[src/rtl/flash_erase_pkg.sv]
package flash_erase_pkg;

    typedef enum logic [3:0] {
        ST_IDLE,
        ST_SWE_SET,
        ST_SEL,
        ST_WDT_ON,
        ST_ESU_SET,
        ST_ERASE,
        ST_ERS_HOLD,
        ST_ESU_HOLD,
        ST_WDT_OFF,
        ST_EV_SET,
        ST_DUMMY_WR,
        ST_RD_SETUP,
        ST_READ,
        ST_EV_CLR,
        ST_SWE_CLR,
        ST_DONE
    } seq_state_e;

    typedef struct packed {
        logic swe;
        logic esu;
        logic ers;
        logic ev;
        logic wdt;
        logic sel_en;
    } ctl_levels_t;

    // Control levels seen by the array for each sequencer state.
    function automatic ctl_levels_t levels_for(seq_state_e s);
        ctl_levels_t l;
        l.swe    = (s inside {ST_SWE_SET, ST_SEL, ST_WDT_ON, ST_ESU_SET, ST_ERASE,
                              ST_ERS_HOLD, ST_ESU_HOLD, ST_WDT_OFF, ST_EV_SET,
                              ST_DUMMY_WR, ST_RD_SETUP, ST_READ, ST_EV_CLR});
        l.sel_en = (s inside {ST_SEL, ST_WDT_ON, ST_ESU_SET, ST_ERASE, ST_ERS_HOLD,
                              ST_ESU_HOLD, ST_WDT_OFF, ST_EV_SET, ST_DUMMY_WR,
                              ST_RD_SETUP, ST_READ, ST_EV_CLR});
        l.wdt    = (s inside {ST_WDT_ON, ST_ESU_SET, ST_ERASE, ST_ERS_HOLD, ST_ESU_HOLD});
        l.esu    = (s inside {ST_ESU_SET, ST_ERASE, ST_ERS_HOLD});
        l.ers    = (s == ST_ERASE);
        l.ev     = (s inside {ST_EV_SET, ST_DUMMY_WR, ST_RD_SETUP, ST_READ});
        return l;
    endfunction

    // Width of an index into n items, never zero.
    function automatic int idx_width(int n);
        return (n > 1) ? $clog2(n) : 1;
    endfunction

endpackage

[src/rtl/fes_onehot_check.sv]
module fes_onehot_check
    import flash_erase_pkg::*;
#(
    parameter int N     = 4,
    parameter int IDX_W = idx_width(N)
) (
    input  logic [N-1:0]     sel,
    output logic             valid,
    output logic [IDX_W-1:0] idx
);
    localparam int CNT_W = $clog2(N + 1);

    logic [CNT_W-1:0] ones;

    always_comb begin
        ones = '0;
        idx  = '0;
        for (int i = 0; i < N; i++) begin
            if (sel[i]) begin
                ones = ones + CNT_W'(1);
                idx  = IDX_W'(i);
            end
        end
        valid = (ones == CNT_W'(1));
    end
endmodule

[src/rtl/fes_wait_timer.sv]
module fes_wait_timer #(
    parameter int CNT_W = 8
) (
    input  logic             clk,
    input  logic             rst,
    input  logic             load,
    input  logic [CNT_W-1:0] load_val,
    output logic             expired
);
    logic [CNT_W-1:0] cnt_q;

    always_ff @(posedge clk) begin
        if (rst) begin
            cnt_q <= '0;
        end else if (load) begin
            cnt_q <= load_val;
        end else if (cnt_q != '0) begin
            cnt_q <= cnt_q - CNT_W'(1);
        end
    end

    assign expired = (cnt_q == '0);
endmodule

[src/rtl/fes_addr_scan.sv]
module fes_addr_scan
    import flash_erase_pkg::*;
#(
    parameter int WORDS  = 8,
    parameter int IDX_W  = 2,
    parameter int ADDR_W = 5
) (
    input  logic              clk,
    input  logic              rst,
    input  logic              init,
    input  logic              step,
    input  logic [IDX_W-1:0]  blk_idx,
    output logic [ADDR_W-1:0] addr,
    output logic              last
);
    localparam int OFF_W = idx_width(WORDS);

    logic [OFF_W-1:0] off_q;

    always_ff @(posedge clk) begin
        if (rst || init) begin
            off_q <= '0;
        end else if (step) begin
            off_q <= off_q + OFF_W'(1);
        end
    end

    assign addr = ADDR_W'(blk_idx) * ADDR_W'(WORDS) + ADDR_W'(off_q);
    assign last = (off_q == OFF_W'(WORDS - 1));
endmodule

[src/rtl/flash_blk_erase_seq.sv]
module flash_blk_erase_seq
    import flash_erase_pkg::*;
#(
    parameter int NUM_BLOCKS      = 4,
    parameter int WORDS_PER_BLOCK = 8,
    parameter int DATA_W          = 16,
    parameter int MAX_TRIES       = 3,
    parameter int T_SWE_SET       = 3,
    parameter int T_ESU_SET       = 2,
    parameter int T_ERASE         = 40,
    parameter int T_ERS_HOLD      = 2,
    parameter int T_ESU_HOLD      = 2,
    parameter int T_EV_SET        = 2,
    parameter int T_RD_SETUP      = 2,
    parameter int T_EV_CLR        = 2,
    parameter int T_SWE_CLR       = 3,
    parameter int ADDR_W          = idx_width(NUM_BLOCKS * WORDS_PER_BLOCK)
) (
    input  logic                  clk,
    input  logic                  rst,
    input  logic                  start_i,
    input  logic [NUM_BLOCKS-1:0] blk_sel_i,
    output logic                  swe_o,
    output logic                  esu_o,
    output logic                  ers_o,
    output logic                  ev_o,
    output logic                  wdt_en_o,
    output logic [NUM_BLOCKS-1:0] blk_en_o,
    output logic [ADDR_W-1:0]     mem_addr_o,
    output logic                  mem_wr_o,
    output logic [DATA_W-1:0]     mem_wdata_o,
    output logic                  mem_rd_o,
    input  logic [DATA_W-1:0]     mem_rdata_i,
    output logic                  busy_o,
    output logic                  done_o,
    output logic                  pass_o,
    output logic                  fail_o
);
    localparam int WAIT_SUM = T_SWE_SET + T_ESU_SET + T_ERASE + T_ERS_HOLD + T_ESU_HOLD
                            + T_EV_SET + T_RD_SETUP + T_EV_CLR + T_SWE_CLR;
    localparam int CNT_W    = $clog2(WAIT_SUM + 1);
    localparam int TRY_W    = $clog2(MAX_TRIES + 1);
    localparam int IDX_W    = idx_width(NUM_BLOCKS);

    seq_state_e            state_q, state_d;
    ctl_levels_t           lv;
    logic [NUM_BLOCKS-1:0] sel_q;
    logic [IDX_W-1:0]      idx_q, idx_in;
    logic [TRY_W-1:0]      tries_q;
    logic                  verdict_q, pass_q, fail_q;
    logic                  sel_ok, tmr_exp, word_ok, scan_last;
    logic [CNT_W-1:0]      wait_len;
    logic                  accept;

    fes_onehot_check #(.N(NUM_BLOCKS), .IDX_W(IDX_W)) u_selchk (
        .sel   (blk_sel_i),
        .valid (sel_ok),
        .idx   (idx_in)
    );

    fes_wait_timer #(.CNT_W(CNT_W)) u_timer (
        .clk      (clk),
        .rst      (rst),
        .load     (state_d != state_q),
        .load_val (wait_len),
        .expired  (tmr_exp)
    );

    fes_addr_scan #(.WORDS(WORDS_PER_BLOCK), .IDX_W(IDX_W), .ADDR_W(ADDR_W)) u_scan (
        .clk     (clk),
        .rst     (rst),
        .init    (state_q == ST_WDT_OFF),
        .step    (state_q == ST_READ && word_ok && !scan_last),
        .blk_idx (idx_q),
        .addr    (mem_addr_o),
        .last    (scan_last)
    );

    assign word_ok = &mem_rdata_i;
    assign accept  = (state_q == ST_IDLE) && start_i && sel_ok;

    // Length of the state about to be entered, minus one.
    always_comb begin
        case (state_d)
            ST_SWE_SET:  wait_len = CNT_W'(T_SWE_SET - 1);
            ST_ESU_SET:  wait_len = CNT_W'(T_ESU_SET - 1);
            ST_ERASE:    wait_len = CNT_W'(T_ERASE - 1);
            ST_ERS_HOLD: wait_len = CNT_W'(T_ERS_HOLD - 1);
            ST_ESU_HOLD: wait_len = CNT_W'(T_ESU_HOLD - 1);
            ST_EV_SET:   wait_len = CNT_W'(T_EV_SET - 1);
            ST_RD_SETUP: wait_len = CNT_W'(T_RD_SETUP - 1);
            ST_EV_CLR:   wait_len = CNT_W'(T_EV_CLR - 1);
            ST_SWE_CLR:  wait_len = CNT_W'(T_SWE_CLR - 1);
            default:     wait_len = '0;
        endcase
    end

    always_comb begin
        state_d = state_q;
        case (state_q)
            ST_IDLE:     if (accept) state_d = ST_SWE_SET;
            ST_SWE_SET:  if (tmr_exp) state_d = ST_SEL;
            ST_SEL:      state_d = ST_WDT_ON;
            ST_WDT_ON:   state_d = ST_ESU_SET;
            ST_ESU_SET:  if (tmr_exp) state_d = ST_ERASE;
            ST_ERASE:    if (tmr_exp) state_d = ST_ERS_HOLD;
            ST_ERS_HOLD: if (tmr_exp) state_d = ST_ESU_HOLD;
            ST_ESU_HOLD: if (tmr_exp) state_d = ST_WDT_OFF;
            ST_WDT_OFF:  state_d = ST_EV_SET;
            ST_EV_SET:   if (tmr_exp) state_d = ST_DUMMY_WR;
            ST_DUMMY_WR: state_d = ST_RD_SETUP;
            ST_RD_SETUP: if (tmr_exp) state_d = ST_READ;
            ST_READ:     state_d = (word_ok && !scan_last) ? ST_DUMMY_WR : ST_EV_CLR;
            ST_EV_CLR: begin
                if (tmr_exp) begin
                    if (verdict_q || tries_q >= TRY_W'(MAX_TRIES)) state_d = ST_SWE_CLR;
                    else                                            state_d = ST_WDT_ON;
                end
            end
            ST_SWE_CLR:  if (tmr_exp) state_d = ST_DONE;
            ST_DONE:     state_d = ST_IDLE;
            default:     state_d = ST_IDLE;
        endcase
    end

    always_ff @(posedge clk) begin
        if (rst) begin
            state_q   <= ST_IDLE;
            sel_q     <= '0;
            idx_q     <= '0;
            tries_q   <= '0;
            verdict_q <= 1'b0;
            pass_q    <= 1'b0;
            fail_q    <= 1'b0;
        end else begin
            state_q <= state_d;
            if (accept) begin
                sel_q   <= blk_sel_i;
                idx_q   <= idx_in;
                tries_q <= TRY_W'(1);
                pass_q  <= 1'b0;
                fail_q  <= 1'b0;
            end
            if (state_q == ST_READ) begin
                verdict_q <= word_ok && scan_last;
            end
            if (state_q == ST_EV_CLR && state_d == ST_WDT_ON) begin
                tries_q <= tries_q + TRY_W'(1);
            end
            if (state_q == ST_SWE_CLR && state_d == ST_DONE) begin
                pass_q <= verdict_q;
                fail_q <= !verdict_q;
            end
        end
    end

    assign lv          = levels_for(state_q);
    assign swe_o       = lv.swe;
    assign esu_o       = lv.esu;
    assign ers_o       = lv.ers;
    assign ev_o        = lv.ev;
    assign wdt_en_o    = lv.wdt;
    assign blk_en_o    = lv.sel_en ? sel_q : '0;
    assign mem_wr_o    = (state_q == ST_DUMMY_WR);
    assign mem_rd_o    = (state_q == ST_READ);
    assign mem_wdata_o = {DATA_W{1'b1}};
    assign busy_o      = (state_q != ST_IDLE);
    assign done_o      = (state_q == ST_DONE);
    assign pass_o      = pass_q;
    assign fail_o      = fail_q;
endmodule

[config.mk]
export PLATFORM = sky130hd
export DESIGN_NAME = flash_blk_erase_seq
export DESIGN_NICKNAME = d
export VERILOG_FILES = /design/src/rtl/flash_erase_pkg.sv /design/src/rtl/fes_onehot_check.sv /design/src/rtl/fes_wait_timer.sv /design/src/rtl/fes_addr_scan.sv /design/src/rtl/flash_blk_erase_seq.sv
export SDC_FILE = /design/constraint.sdc
export NUM_CORES = 1
export LEC_CHECK = 0
export BUFFER_PORTS_ARGS = -buffer_cell sky130_fd_sc_hd__buf_4
export CAP_MARGIN = 20
export CORE_ASPECT_RATIO = 0.75
export CORE_UTILIZATION = 46
export DETAILED_ROUTE_END_ITERATION = 16
export PLACE_DENSITY = 0.76
export SETUP_SLACK_MARGIN = 0.1
export SKIP_CTS_REPAIR_TIMING = 1
export SYNTH_ARGS = -nofsm -noshare
export SYNTH_HDL_FRONTEND = slang
export SYNTH_HIERARCHICAL = 1
export SYNTH_SLANG_ARGS = --single-unit
[constraint.sdc]
create_clock -name clk -period 2.8 [get_ports clk]
set_input_delay 0.14 -clock clk [delete_from_list [all_inputs] [get_ports clk]]
set_output_delay 0.14 -clock clk [all_outputs]
set_load 0.02 [all_outputs]
Yosys cells after proc, flatten, opt, wreduce, memory -nomap -nowiden
Memories as Yosys holds them, arrays and structs flattened.
Cells that the tools add are included.
Word-level totals
  bits in registers: 24
  ROM bits: 64
  output and inout port bits: 36
  logic and storage cells: 91
  memories kept: 1
Operators by class
  add/subtract/negate cells: 7
  order comparisons: 1
  equal/unequal tests: 20
  mux-type cells: 28
  reduce and logical (&&, ||, !) cells: 25
Memory list
  (no name shown): words 16, width 4, rd ports 1, clocked after Yosys merged registers in 0, wr ports 0, RTL line flash_blk_erase_seq.sv:84  | case (state_d)
Operator list (number)
  one-hot mux 4 bit (16 select lines): 1
  2-to-1 mux 4 bit: 12
  == test 4 bit (second input constant): 9
  == test 4 x 3 -> 1 bit (second input constant): 4
  AND reduction 16 bit: 1
  nonzero test 13 bit: 1
  == test 4 x 2 -> 1 bit (second input constant): 3
  2-to-1 mux 3 bit: 4
  2-to-1 mux 6 bit: 2
  nonzero test 12 bit: 1
  adder 3 x 1 -> 3 bit (second input constant): 3
  logical AND 1 bit: 8
  2-to-1 mux 2 bit: 4
  nonzero test 4 bit: 2
  logical NOT 6 bit: 1
  nonzero test 2 bit: 3
  nonzero test 6 bit: 1
  subtractor 6 x 1 -> 6 bit (second input constant): 1
  adder 5 x 3 -> 5 bit: 1
  2-to-1 mux 1 bit: 5
  nonzero test 5 bit: 1
  == test 4 x 1 -> 1 bit (second input constant): 1
  logical NOT 4 bit: 1
  inequality test 4 bit: 1
  8 further kinds: 10

Logic depth before layout (Yosys ltp)
  word-level depth: 14
  gate-level depth with buffers: 14
  mapped depth without buffers: 13

By module
The synthesis kept the hierarchy.
By module, submodules not included
  flash_blk_erase_seq: instances 1, cells each 164, area each 1231.2 µm²
  fes_wait_timer: instances 1, cells each 46, area each 395.4 µm²
  fes_addr_scan: instances 1, cells each 13, area each 148.9 µm²
  fes_onehot_check: instances 1, cells each 15, area each 117.6 µm²

Worst setup path after synthesis
OpenSTA, ideal clock, no wires.
  kind: reg-to-reg
  from: reg u_timer.cnt_q[2]
  to: reg u_timer.cnt_q[0]
  library setup time: 0.138 ns
  data arrival time: 2.582 ns
  slack: 0.079 ns
  cell stages (with the launch flop): 12
  clock period less this slack: 2.721 ns
  path through: dfxtp_1 > or3_4 > nor2_4 > or3b_4 > o32ai_4 > a221oi_2 > a21oi_2 > a2bb2oi_2 > clkbuf_1 > nor3b_1 > nand3_1 > o221ai_1
On the way
  cells in the longest elaborated chain, start to end: 5
Ends and longest elaborated chain
  from (decl): RTL line fes_wait_timer.sv:10  | logic [CNT_W-1:0] cnt_q;
  from (signal assigned): RTL line fes_wait_timer.sv:16  | cnt_q <= load_val;
  from (signal assigned): RTL line fes_wait_timer.sv:18  | cnt_q <= cnt_q - CNT_W'(1);
  logical NOT 6 bit (*): RTL line fes_wait_timer.sv:22  | assign expired = (cnt_q == '0);
  via tmr_exp: RTL line flash_blk_erase_seq.sv:51  | logic sel_ok, tmr_exp, word_ok, scan_last;
  2-to-1 mux 4 bit (tied with other cells): RTL line flash_blk_erase_seq.sv:120  | ST_SWE_CLR: if (tmr_exp) state_d = ST_DONE;
  one-hot mux 4 bit (16 select lines) (*): RTL line flash_blk_erase_seq.sv:100  | case (state_q)
  memory read (16 x 4 bit) or inequality test 4 bit (tied branches)
  2-to-1 mux 6 bit or nonzero test 2 bit (tied branches)
The timed path passes the listed nets; every way through them passes the cells marked *.
A chain may end at the register's enable or synchronous reset.

Worst setup path after layout
  from: reg u_timer.cnt_q[2]
  to: reg u_timer.cnt_q[5]
Same word-level chain as after synthesis.

==> flow_metrics.env <==
export IMPL_min_path_cells=3
export IMPL_reg2regPathDepth=10
export IMPL_clk_pin_slew_ns=0.09
export IMPL_grt_pass1_wl_mm=6.62
export IMPL_outcome="finished, final reports clean"
export IMPL_cp_startpoint="u_timer/cnt_q[2]"
export IMPL_path_buf_inv=1
export IMPL_core_area_mm2=0.00380
export IMPL_clock_latency_ns=0.27
export IMPL_cellLeakagePower_nw=0.979
export IMPL_worstPathRequired_ns=2.99
export IMPL_synth_seq_area_share=0.254
export IMPL_initial_core_util=0.498
export IMPL_crit_path_start_kind="flip-flop"
export IMPL_hold_path_end="sel_q[0]"
export IMPL_dr_pass1_iters=4
export IMPL_cts_tree="built"
export IMPL_clock_sinks=24
export IMPL_critical_path_class="flip-flop to flip-flop"
export IMPL_synthFlopType="dfxtp_1"
export IMPL_finalHoldViolations=0
export IMPL_finalSetupTns_ns=0
export IMPL_r2r_end="u_timer/cnt_q[5]"
export IMPL_synth_edf_count=0
export IMPL_syn_area_per_cell_um2=7.95
export IMPL_setup_reg_to_reg_worst_slack_ns=0.25
export IMPL_hold_slack_ns=0.128
export IMPL_netlist_instances=238
export IMPL_critPathTopFamily="compound AO/OA/AOI/OAI gates"
export IMPL_nets=313
export IMPL_crit_slowest_cell="or3_4"
export IMPL_clock_fmax_ghz=0.393
export IMPL_synth_area_top_cells="dfxtp_1 (25%), buf_4 (8.3%), a21oi_1 (5.8%)"
export IMPL_final_core_util=0.611
export IMPL_hold_path_class="primary input to flip-flop"
export IMPL_root_buffer="clkbuf_8"
export IMPL_finalPower_w=0.00163
export IMPL_cts_buffer_depth=2
export IMPL_gp_congestion=0.834
export IMPL_finalSetupViolCount=0
export IMPL_drtAntennaViolNets=0
export IMPL_yosysTopAreaCell="dfxtp_1"
export IMPL_cp_slowest_stage_delay_ns=0.42
export IMPL_die_area_mm2=0.00438
export IMPL_grt_usage=0.188
export IMPL_relSlewSlack=0.566
export IMPL_period_share=0.910
export IMPL_max_vdd_ir_drop_mv=0.564
export IMPL_drt_iter0_drc=84
export IMPL_drive_gt1_frac=0.299
export IMPL_rsz0062_at_grt="no"
export IMPL_vias_per_cell=5.26
export IMPL_dr_total_vias=1751
export IMPL_drv_slew=0
export IMPL_diodes=0
export IMPL_cap_violations=0
export IMPL_rr_startpoint="u_timer/cnt_q[2]"
export IMPL_cp_common_cell="a221oi_2"
export IMPL_cp_max_fo=7
export IMPL_dieHeight_um=57.6
export IMPL_period_needed_ns=2.55
export IMPL_grt_ovfl_total=0
export IMPL_grt_pass1_vias=1455
export IMPL_area_growth_pct=22.7
export IMPL_hold_start="blk_sel_i[0]"
export IMPL_synth_common_cells="dfxtp_1 (24), nand2_1 (23), a21oi_1 (22)"
export IMPL_placed_area_mm2=0.00219
export IMPL_die_w_um=76.1
export IMPL_synth_cell_types=56
export IMPL_async_flop_share=0
export IMPL_drc_errors=0
export IMPL_tightestPinTransition_ns=0.650
export IMPL_cts_buffers=3
export IMPL_design_area_mm2=0.00232
export IMPL_grt_max_degree=30
export IMPL_arrival_ns=2.74
export IMPL_synth_top_area_share=0.254
export IMPL_fin_skew_ns=0.00789
export IMPL_fp_row_count=19
export IMPL_dpl_hpwl_mm=3.13
export IMPL_yosysMostFrequentCell="dfxtp_1"
export IMPL_path_cells="or3_4, nor2_4, or3b_4, o32ai_4, a221oi_2, a21oi_2, a2bb2oi_2, buf_6, a21oi_1, a221oi_2"
export IMPL_routed_wirelength_mm=4.18
export IMPL_end_kind="flip-flop"
export IMPL_synth_cell_area_mm2=0.00189
export IMPL_io_pins=59
export IMPL_numPortBuffers=42
export IMPL_yosys_warnings=6
export IMPL_pwr_density_cell_mw_per_mm2=702
export IMPL_antenna_found_initial=0
export IMPL_htree_num_levels=1
export IMPL_ys_seq_elements=24
export IMPL_drt_wirelength_per_cell_um=12.6
## registers in the layout (all words and copies together), names as in the netlist
| name | flops |
|---|---|
| idx_q | 2 |
| state_q | 4 |
| sel_q | 4 |
| u_timer/cnt_q | 6 |
| fail_o | 1 |
| verdict_q | 1 |
| tries_q | 2 |
| u_scan/off_q | 3 |
| pass_o | 1 |
## metal layers
layer  vias up  track usage  routed length (um)
li1        890            -                   -
met1       805        0.261                2020
met2        54        0.305                1900
met3         2       0.0448                 258
met4         0       0.0247                  10
met5         -            0                   0
## power breakdown
part / internal [W] / switching (W) / leakage [nW]
Clock: 0.000191 / 0.000117 / 0.0357
Sequential: 0.000388 / 0.0000545 / 0.196
Combinational: 0.000436 / 0.000444 / 0.747
## how the worst max path moves through the flow
stage                       endpoint  slack [ns]  cells past startpoint
finish              u_timer/cnt_q[5]        0.25                     10
detailed placement  u_timer/cnt_q[1]        0.03                     14
global placement    u_timer/cnt_q[0]        0.10                     14
CTS                 u_timer/cnt_q[4]        0.05                     11
global route        u_timer/cnt_q[0]        0.12                     10
floorplan           u_timer/cnt_q[0]        0.18                     11
## final cells by class
| type | count | area, um^2 |
|---|---|---|
| flip-flops and latches | 24 | 484 |
| well taps | 52 | 65.1 |
| clock buffers | 3 | 41.3 |
| inverters | 13 | 48.8 |
| fillers | 352 | 1480 |
| multi-input cells | 186 | 1240 |
| clock inverters | 1 | 30.0 |
| repair buffers | 54 | 410 |
## cells by family after synthesis
kind of cell / share of synthesized area
other cells: 0.00397
xor+xnor: 0.0416
flops: 0.254
compound gates: 0.217
simple gates: 0.287
mux: 0.0106
fa+ha+maj: 0.0529
buf+inv: 0.134
## per-stage QoR
step	instances	worst slack, ns
2_1_floorplan	254	0.184
3_3_place_gp	325	0.103
3_5_place_dp	325	0.0293
4_1_cts	329	0.0494
5_1_grt	333	0.115
6_report	333	0.252
## placed cells by master, fill, tap and decap left out, types with 3 or more instances in the layout
cell type,instances
nand2b_1,6
dfxtp_1,21
a21oi_1,22
nand4_1,4
dfxtp_2,3
nor3b_1,4
conb_1,18
nor2b_1,5
ha_1,7
nor3_1,9
inv_1,12
a22oi_1,3
buf_4,51
clkbuf_8,3
nand2_1,23
and3_1,3
nand3b_1,3
o22ai_1,3
nor2_1,10
xnor2_1,9
nand3_1,6
and2_1,7
## tightest hold or removal path: stages
cell and delay [ns]:
buf_4 0.12, nand2_1 0.05, a21oi_1 0.05
Power figures use the tool's default switching activity.
